### config.mk
export PLATFORM = sky130hd
export DESIGN_NAME = scl_rate_gen
export DESIGN_NICKNAME = d
export VERILOG_FILES = /design/src/rtl/scl_gen_pkg.sv /design/src/rtl/scl_cfg_decode.sv /design/src/rtl/scl_phase_counter.sv /design/src/rtl/scl_rate_gen.sv
export SDC_FILE = /design/constraint.sdc
export NUM_CORES = 1
export LEC_CHECK = 0
export BUFFER_PORTS_ARGS = -buffer_cell sky130_fd_sc_hd__buf_2
export CAP_MARGIN = 20
export CORE_MARGIN = 2
export CORE_UTILIZATION = 50
export CTS_CLUSTER_SIZE = 30
export DETAILED_ROUTE_END_ITERATION = 16
export GPL_TIMING_DRIVEN = 0
export PLACE_DENSITY = 0.7
export SKIP_LAST_GASP = 1
export SYNTH_ARGS = -nofsm -noshare
export SYNTH_HDL_FRONTEND = slang
export SYNTH_SLANG_ARGS = --single-unit
### constraint.sdc
create_clock -name clk -period 5.59 [get_ports clk]
set_input_delay 1.118 -clock clk [delete_from_list [all_inputs] [get_ports clk]]
set_output_delay 1.118 -clock clk [all_outputs]
set_load 0.005 [all_outputs]
### src/rtl/scl_gen_pkg.sv
`timescale 1ns/1ps
package scl_gen_pkg;

    typedef enum logic [1:0] {
        ST_IDLE      = 2'd0,
        ST_WAIT_LINE = 2'd1,
        ST_HIGH_CNT  = 2'd2,
        ST_LOW_CNT   = 2'd3
    } scl_state_t;

    // Half-period multipliers, expressed as left-shift amounts
    localparam int STD_HALF_SHIFT  = 2;
    localparam int FAST_HALF_SHIFT = 1;

endpackage

### src/rtl/scl_cfg_decode.sv
`timescale 1ns/1ps
module scl_cfg_decode #(
    parameter int CODE_W          = 5,
    parameter int CNT_W           = CODE_W + 3,
    parameter int STD_MIN_CODE    = 5,
    parameter int FAST_MIN_CODE   = 3,
    parameter bit SPECIAL_EN      = 1'b1,
    parameter int SPECIAL_CODE    = 5,
    parameter int SPECIAL_LOW     = 6,
    parameter int SPECIAL_HIGH    = 4
) (
    input  logic              fast_mode,
    input  logic [CODE_W-1:0] div_code,
    output logic              legal,
    output logic [CNT_W-1:0]  low_len,
    output logic [CNT_W-1:0]  high_len
);
    import scl_gen_pkg::*;

    logic [CNT_W-1:0] code_ext;
    logic [CNT_W-1:0] std_half;
    logic [CNT_W-1:0] fast_half;
    logic             is_special;

    assign code_ext  = CNT_W'(div_code);
    assign std_half  = code_ext << STD_HALF_SHIFT;
    assign fast_half = code_ext << FAST_HALF_SHIFT;

    generate
        if (SPECIAL_EN) begin : g_special
            assign is_special = fast_mode && (int'(div_code) == SPECIAL_CODE);
        end else begin : g_no_special
            assign is_special = 1'b0;
        end
    endgenerate

    always_comb begin
        if (fast_mode) begin
            legal = (int'(div_code) >= FAST_MIN_CODE);
        end else begin
            legal = (int'(div_code) >= STD_MIN_CODE);
        end
    end

    always_comb begin
        if (is_special) begin
            low_len  = CNT_W'(SPECIAL_LOW);
            high_len = CNT_W'(SPECIAL_HIGH);
        end else if (fast_mode) begin
            low_len  = fast_half;
            high_len = fast_half;
        end else begin
            low_len  = std_half;
            high_len = std_half;
        end
    end

endmodule

### src/rtl/scl_phase_counter.sv
`timescale 1ns/1ps
module scl_phase_counter #(
    parameter int CNT_W = 8
) (
    input  logic             clk,
    input  logic             rst_n,
    input  logic             load,
    input  logic [CNT_W-1:0] load_val,
    input  logic             dec,
    output logic             last
);
    logic [CNT_W-1:0] cnt_q;

    always_ff @(posedge clk or negedge rst_n) begin
        if (!rst_n) begin
            cnt_q <= '0;
        end else if (load) begin
            cnt_q <= load_val;
        end else if (dec && (cnt_q != '0)) begin
            cnt_q <= cnt_q - CNT_W'(1);
        end
    end

    assign last = (cnt_q == CNT_W'(1));

endmodule

### src/rtl/scl_rate_gen.sv
`timescale 1ns/1ps
module scl_rate_gen #(
    parameter int CODE_W        = 5,
    parameter int STD_MIN_CODE  = 5,
    parameter int FAST_MIN_CODE = 3,
    parameter int SPECIAL_CODE  = 5,
    parameter int SPECIAL_LOW   = 6,
    parameter int SPECIAL_HIGH  = 4
) (
    input  logic              clk,
    input  logic              rst_n,
    input  logic              tick,
    input  logic              enable,
    input  logic              fast_mode,
    input  logic [CODE_W-1:0] div_code,
    input  logic              scl_sense,
    output logic              scl_drive_low,
    output logic              scl_rise,
    output logic              scl_fall,
    output logic              cfg_error
);
    import scl_gen_pkg::*;

    localparam int CNT_W = CODE_W + 3;

    scl_state_t       state_q, state_d;
    logic             cfg_legal;
    logic [CNT_W-1:0] dec_low, dec_high;
    logic [CNT_W-1:0] lo_len_q, hi_len_q;
    logic             latch_cfg;
    logic             cnt_load;
    logic [CNT_W-1:0] cnt_val;
    logic             cnt_last;
    logic             rise_d, fall_d;
    logic             rise_q, fall_q;

    scl_cfg_decode #(
        .CODE_W        (CODE_W),
        .CNT_W         (CNT_W),
        .STD_MIN_CODE  (STD_MIN_CODE),
        .FAST_MIN_CODE (FAST_MIN_CODE),
        .SPECIAL_EN    (1'b1),
        .SPECIAL_CODE  (SPECIAL_CODE),
        .SPECIAL_LOW   (SPECIAL_LOW),
        .SPECIAL_HIGH  (SPECIAL_HIGH)
    ) u_decode (
        .fast_mode (fast_mode),
        .div_code  (div_code),
        .legal     (cfg_legal),
        .low_len   (dec_low),
        .high_len  (dec_high)
    );

    scl_phase_counter #(
        .CNT_W (CNT_W)
    ) u_count (
        .clk      (clk),
        .rst_n    (rst_n),
        .load     (cnt_load),
        .load_val (cnt_val),
        .dec      (tick),
        .last     (cnt_last)
    );

    // Next-state and control decisions
    always_comb begin
        state_d   = state_q;
        latch_cfg = 1'b0;
        cnt_load  = 1'b0;
        cnt_val   = hi_len_q - CNT_W'(1);
        rise_d    = 1'b0;
        fall_d    = 1'b0;
        unique case (state_q)
            ST_IDLE: begin
                if (enable && cfg_legal) begin
                    state_d   = ST_WAIT_LINE;
                    latch_cfg = 1'b1;
                end
            end
            ST_WAIT_LINE: begin
                if (!enable) begin
                    state_d = ST_IDLE;
                end else if (tick && scl_sense) begin
                    // This tick is the first counted high tick
                    state_d  = ST_HIGH_CNT;
                    cnt_load = 1'b1;
                    cnt_val  = hi_len_q - CNT_W'(1);
                    rise_d   = 1'b1;
                end
            end
            ST_HIGH_CNT: begin
                if (!enable) begin
                    state_d = ST_IDLE;
                end else if (tick && cnt_last) begin
                    state_d  = ST_LOW_CNT;
                    cnt_load = 1'b1;
                    cnt_val  = lo_len_q;
                    fall_d   = 1'b1;
                end
            end
            ST_LOW_CNT: begin
                if (!enable) begin
                    state_d = ST_IDLE;
                end else if (tick && cnt_last) begin
                    if (cfg_legal) begin
                        state_d   = ST_WAIT_LINE;
                        latch_cfg = 1'b1;
                    end else begin
                        state_d = ST_IDLE;
                    end
                end
            end
            default: begin
                state_d = ST_IDLE;
            end
        endcase
    end

    // State register and configuration latch
    always_ff @(posedge clk or negedge rst_n) begin
        if (!rst_n) begin
            state_q  <= ST_IDLE;
            lo_len_q <= CNT_W'(SPECIAL_LOW);
            hi_len_q <= CNT_W'(SPECIAL_HIGH);
        end else begin
            state_q <= state_d;
            if (latch_cfg) begin
                lo_len_q <= dec_low;
                hi_len_q <= dec_high;
            end
        end
    end

    // Registered strobes
    always_ff @(posedge clk or negedge rst_n) begin
        if (!rst_n) begin
            rise_q <= 1'b0;
            fall_q <= 1'b0;
        end else begin
            rise_q <= rise_d;
            fall_q <= fall_d;
        end
    end

    assign scl_drive_low = (state_q == ST_LOW_CNT);
    assign scl_rise      = rise_q;
    assign scl_fall      = fall_q;
    assign cfg_error     = !cfg_legal;

endmodule

==> flow_summary.ini, run 1 <==
[logic_synthesis]
yosysUniqueCellTypes = 37
synthXorXnorAreaFrac = 0.0337
yosysSeqAreaShare = 0.368
postSynthAreaPerCell_um2 = 9.35
synth_seq_cells = 19
synthesis.area_um2 = 1300
synthMuxAreaShare = 0.107
yosys_warnings = 0
synth_compound_gate_area_share = 0.148
synthesis.instances = 139
synth_fa_ha_area_frac = 0.0866
syn_nets = 159
synth-simple-area-share = 0.212
synth_top_family_by_area = simple AND/OR/NAND/NOR gates

[power]
leakage_nw = 0.631
p_per_area_nw_per_um2 = 470
ir_worst_vdd_mv = 0.360
power.total_mw = 0.674

[floorplan]
start_util = 0.525
fp-row-count = 18
die_h_um = 55.0
io_pins = 15
core_area_um2 = 2480
dieWidth_um = 55.0
dieArea_um2 = 3020

[worst_setup_path]
crit_arrival_ns = 1.97
crit_chain = buf_2, buf_2, nand2_1, a32o_1, buf_2
critPathMaxFanout = 10
r2r_start = u_count.cnt_q[3]$_DFFE_PN0P_
cp_slowest_cell = a32o_1
end_kind = output port
cpPeakStageDelay_ns = 0.34
critPathLaunch = fast_mode
cp-start-kind = input pin
cpMostUsedCell = buf_2
path_class = input pin to output port
crit_required_ns = 4.47

[timing]
fin_skew_ns = 0.00438
post-route-min-period_ns = 3.09
fin_ws_ns = 2.50
worst_pin_slew_ns = 0.561
setup_viol = 0
finalHoldViolCount = 0
tns_ns = 0
hold_slack_ns = 0.536
max_freq_mhz = 324
rsz0062_at_grt = false
max-slew-margin-rel = 0.625
maxSlewViolCount = 0
finalCritPeriodShare = 0.552

[cts]
worstSkewPairLatency_ns = 0.29
cts_sinks = 19
cts.htree.levels = 1
cts_tree = yes
clk_pin_slew_ns = 0.10
cts_root_buffer = clkbuf_4
postCtsResizedCells = 0
numCtsBuffers = 3
postCtsSetupBuffers = 0
clockBufferDepth = 2
ctsHoldBuffers = 0

[place]
dp_hpwl_um = 2050
placed_cells = 183
io_buffers = 14
gp_congestion = 0.761
placed_area_um2 = 1410
post-place-ws_ns = 2.52

[run_status]
outcome = finished clean

[drt]
vias_per_cell = 5.45
drt_iter0_drc = 20
drc = 0
vias = 1020
firstDrtPassIters = 4
wl_per_cell_um = 13.6
wirelength_um = 2540
detail-route-antenna-nets = 0

[layout]
drive_gt1_frac = 0.210
final_cells = 187
final_util = 0.579
fin_area_um2 = 1430
syn_to_final_growth_pct = 10.3
final_nets = 178
n_antenna_cell = 0

[min_path]
hold_path.startpoint = hi_len_q[2]$_DFFE_PN1P_
hold_path_class = flop to flop

[global_routing]
grt_pass1_vias = 949
grt.overflow.total = 0
grt_pass1_wl_um = 4130
grt_max_degree = 20
grt.total_usage = 0.193
antenna_found_initial = 0

[job]
drv_cap = 0
final timing paths:
path	slack (ns)	endpoint	cells after the start
min in group asynchronous	0.74	u_count.cnt_q[0]$_DFFE_PN0P_	1
max in group asynchronous	4.52	hi_len_q[2]$_DFFE_PN1P_	1
worst min-delay path	0.54	hi_len_q[2]$_DFFE_PN1P_	2
worst max register to register	3.32	hi_len_q[3]$_DFFE_PN0P_	6
worst min register to register	0.54	hi_len_q[2]$_DFFE_PN1P_	2
worst max-delay path	2.50	cfg_error	5
critical path, delay by kind of cell:
family	cells	cell delay, ns
compound gates	1	0.34
simple gates	1	0.07
buf+inv	3	0.44
power breakdown:
part	internal (mW)	switching, mW
logic	0.164	0.179
clock network	0.0278	0.0376
registers	0.204	0.0626
layout make-up:
cell class	instances	area, um^2
Sequential cell	19	478
Buffer	4	25.0
Clock buffer	4	26.3
Inverter	9	33.8
Multi-Input combinational cell	107	763
Fill cell	232	1040
Timing Repair Buffer	14	70.1
Tap cell	30	37.5
routing by layer:
| layer | part of all wire | GRT usage | vias up |
|---|---|---|---|
| met4 | 0.0075 | 0.0610 | 0 |
| met1 | 0.48 | 0.262 | 461 |
| met5 | 0 | 0 | - |
| li1 | - | - | 535 |
| met3 | 0.030 | 0.0242 | 2 |
| met2 | 0.49 | 0.321 | 22 |
synth_stat cells:
master    number  area (um^2)
nor4_1         3         18.8
nand3b_1       1         7.51
nand2_1       14         52.6
or4_1          2         15.0
buf_6          1         11.3
o21ai_1        1         5.00
dfstp_2        2         52.6
a32o_1         1         10.0
nor3_4         1         16.3
dfrtp_1       17          425
inv_1          9         33.8
mux2_1         1         11.3
or3_1          2         12.5
or2_2          1         6.26
and2_1         1         6.26
a211oi_1       1         7.51
o211ai_1       3         22.5
o21ai_0       12         60.1
nor2_1         7         26.3
nor4b_1        1         8.76
buf_2          2         10.0
o21a_1         1         7.51
nand3_1        1         5.00
or4b_2         1         10.0
mux2i_1        6         60.1
nor4b_4        1         23.8
a22oi_1        2         15.0
nor4_2         1         12.5
nor2b_1        3         18.8
clkbuf_1       1         3.75
mux2_2         6         67.6
a31oi_1        2         12.5
ha_1           9          113
o31ai_1        1         7.51
a21oi_1        9         45.0
xnor2_1        5         43.8
nor3_1         7         35.0
cell usage in the layout (no fill, tap or decap):
master / synthesis / final
nor2_1: 7 / 7
nand3_1: 1 / 1
xnor2_1: 5 / 5
mux2_1: 1 / 1
o21ai_0: 12 / 12
or3_1: 2 / 2
and2_1: 1 / 1
or4b_2: 1 / 1
dfstp_2: 2 / 2
nand3b_1: 1 / 1
mux2_2: 6 / 6
buf_6: 1 / 1
nor4_1: 3 / 3
nor3_1: 7 / 7
a211oi_1: 1 / 1
o21ai_1: 1 / 1
nor3_4: 1 / 1
or4_1: 2 / 2
dfrtp_1: 17 / 17
o31ai_1: 1 / 1
nor2b_1: 3 / 3
clkbuf_4: 0 / 3
mux2i_1: 6 / 6
a31oi_1: 2 / 2
nor4_2: 1 / 1
o211ai_1: 3 / 3
nor4b_4: 1 / 1
or2_2: 1 / 1
nor4b_1: 1 / 1
inv_1: 9 / 9
clkbuf_1: 1 / 2
a21oi_1: 9 / 9
ha_1: 9 / 9
a32o_1: 1 / 1
buf_2: 2 / 16
nand2_1: 14 / 14
o21a_1: 1 / 1
a22oi_1: 2 / 2
cell families (layout without fill, tap and decap cells):
| family | Yosys count | count (layout) |
|---|---|---|
| muxes | 13 | 13 |
| and+or+nand+nor | 47 | 47 |
| adders and majority gates | 9 | 9 |
| xor gates and xnor gates | 5 | 5 |
| DFF | 19 | 19 |
| AOI/OAI and AO/OA | 33 | 33 |
| buffers and inverters | 13 | 31 |
flip-flops by register name, indices dropped and copies added (netlist names):
| register | count |
|---|---|
| state_q | 2 |
| u_count.cnt_q | 8 |
| scl_fall | 1 |
| lo_len_q | 2 |
| scl_rise | 1 |
| hi_len_q | 5 |
(Power assumes the default switching activity.)
==> run 2, diff against run 1 <==
Settings changed: PLACE_DENSITY 0.7 to 0.73.
Clock period 5.59 ns to 2.8 ns, I/O delays scaled along.
==> run 2 against run 1 <==
Effect of this change:
- count of clock-buffer cells in the layout is the same
- critical endpoint is now hi_len_q[3]$_DFFE_PN0P_
- register-to-register slack lost 2.8 ns
- combinational power grew 99%
- first-iteration DRC count grew 10%
- critical path depth grew 1
- clock skew grew 0.00080 ns
- sequential share of layout area is the same
==> flow_summary.ini, run 2 (same netlist as run 1, synthesis figures left out) <==
[run_status]
outcome = finished clean

[timing]
post-route-min-period_ns = 2.25
max_freq_mhz = 445
fin_skew_ns = 0.00518
worst_pin_slew_ns = 0.543
setup_viol = 0
finalCritPeriodShare = 0.803
maxSlewViolCount = 0
max-slew-margin-rel = 0.636
tns_ns = 0
rsz0062_at_grt = false
finalHoldViolCount = 0

[layout]
regArea_um2 = 478
top_regs = u_count.cnt_q x8, hi_len_q x5
drive_gt1_frac = 0.210
final_cells = 187
syn_to_final_growth_pct = 10.3
multi_input_area_um2 = 763
layout_commonest_cell = dfrtp_1
fill_cells = 229
layout_common_cells = 17 x dfrtp_1, 16 x buf_2, 14 x nand2_1, 12 x o21ai_0
n_antenna_cell = 0
largest_register = u_count.cnt_q
largest_reg_flops = 8
fin_area_um2 = 1430
final_nets = 178

[global_routing]
grt_max_degree = 20
grt.overflow.total = 0
grt_pass1_wl_um = 4120
antenna_found_initial = 0
grt_pass1_vias = 967
grt.total_usage = 0.200

[worst_setup_path]
cp-start-kind = flop
crit_path_end = hi_len_q[3]$_DFFE_PN0P_
critPathLaunch = u_count.cnt_q[4]$_DFFE_PN0P_
critPathMaxFanout = 8
r2r_start = u_count.cnt_q[4]$_DFFE_PN0P_
end_kind = flop
r2r_cells = 6
r2r-end = hi_len_q[3]$_DFFE_PN0P_
rrSetupSlack_ns = 0.55
crit_required_ns = 3.00
crit_arrival_ns = 2.45
path_class = flop to flop

[drt]
wl_met1_um = 1200
top_layer_used = met4
wirelength_um = 2600
vias_per_cell = 5.65
detail-route-antenna-nets = 0
vias = 1057
drc = 0
wl_met2_um = 1270
wl_per_cell_um = 13.9
firstDrtPassIters = 4
drt_iter0_drc = 22
met3_length_um = 60

[cts]
postCtsSetupBuffers = 0
cts_tree = yes
ctsHoldBuffers = 0
postCtsResizedCells = 0
worstSkewPairLatency_ns = 0.30
clockBufferDepth = 2
cts_sinks = 19
clk_pin_slew_ns = 0.10
cts_root_buffer = clkbuf_4
cts.htree.levels = 1
numCtsBuffers = 3

[place]
placed_area_um2 = 1410
gp_congestion = 0.784
placed_cells = 183
dp_hpwl_um = 2080
io_buffers = 14

[power]
ir_worst_vdd_mv = 0.574
leakage_nw = 0.631
p_per_area_nw_per_um2 = 944

[min_path]
hold_path_class = input pin to asynchronous set/reset pin

[job]
drv_cap = 0

[floorplan]
dieWidth_um = 55.0
start_util = 0.525
dieArea_um2 = 3020
io_pins = 15
fp-row-count = 18
die_h_um = 55.0
core_area_um2 = 2480
## run 2: cell counts in the layout (fill, tap and decap cells not counted)
No cell type changed its count.
## run 2: where the power goes
group          switching [mW]  internal [mW]
Sequential              0.130          0.406
Clock                  0.0815         0.0556
Combinational           0.354          0.327
## run 2: per-stage QoR
stage                     setup slack (ns)  power (mW)   util  hold WS (ns)
after floorplan                      0.721        1.06      -         0.264
after global placement               0.506        1.18  0.568         0.510
after detailed placement             0.465        1.22  0.568         0.520
after CTS                            0.536        1.36  0.579         0.182
after global routing                 0.410        1.48  0.579         0.187
final                                0.552        1.35  0.579         0.175
## run 2: how the worst min path moves through the flow
stage / start / endpoint / slack [ns] / cells past startpoint
2_1_floorplan: rst_n / hi_len_q[1]$_DFFE_PN0P_ / 0.26 / 0
3_3_place_gp: rst_n / scl_fall$_DFF_PN0_ / 0.51 / 1
5_1_grt: rst_n / hi_len_q[1]$_DFFE_PN0P_ / 0.19 / 1
4_1_cts: rst_n / hi_len_q[5]$_DFFE_PN0P_ / 0.18 / 1
6_report: rst_n / hi_len_q[5]$_DFFE_PN0P_ / 0.17 / 1
3_5_place_dp: rst_n / hi_len_q[1]$_DFFE_PN0P_ / 0.52 / 1
## run 2: worst max-delay path, cell delays in order (launching register included)
cell     delay [ns]
dfrtp_1        0.41
or3_1          0.39
buf_6          0.15
nor3_4         0.19
a21oi_1        0.12
nor4b_4        0.50
mux2_2         0.40
## run 2: area by class of cell
type                            count  area share
Multi-Input combinational cell    107       0.532
Sequential cell                    19       0.333
Timing Repair Buffer               14      0.0489
Tap cell                           30      0.0262
Inverter                            9      0.0236
Clock buffer                        4      0.0183
Buffer                              4      0.0175
## run 2: layer usage
layer,vias to the layer above,track usage
met4,0,0.134
li1,540,-
met3,4,0.0296
met5,-,0
met2,19,0.339
met1,494,0.233
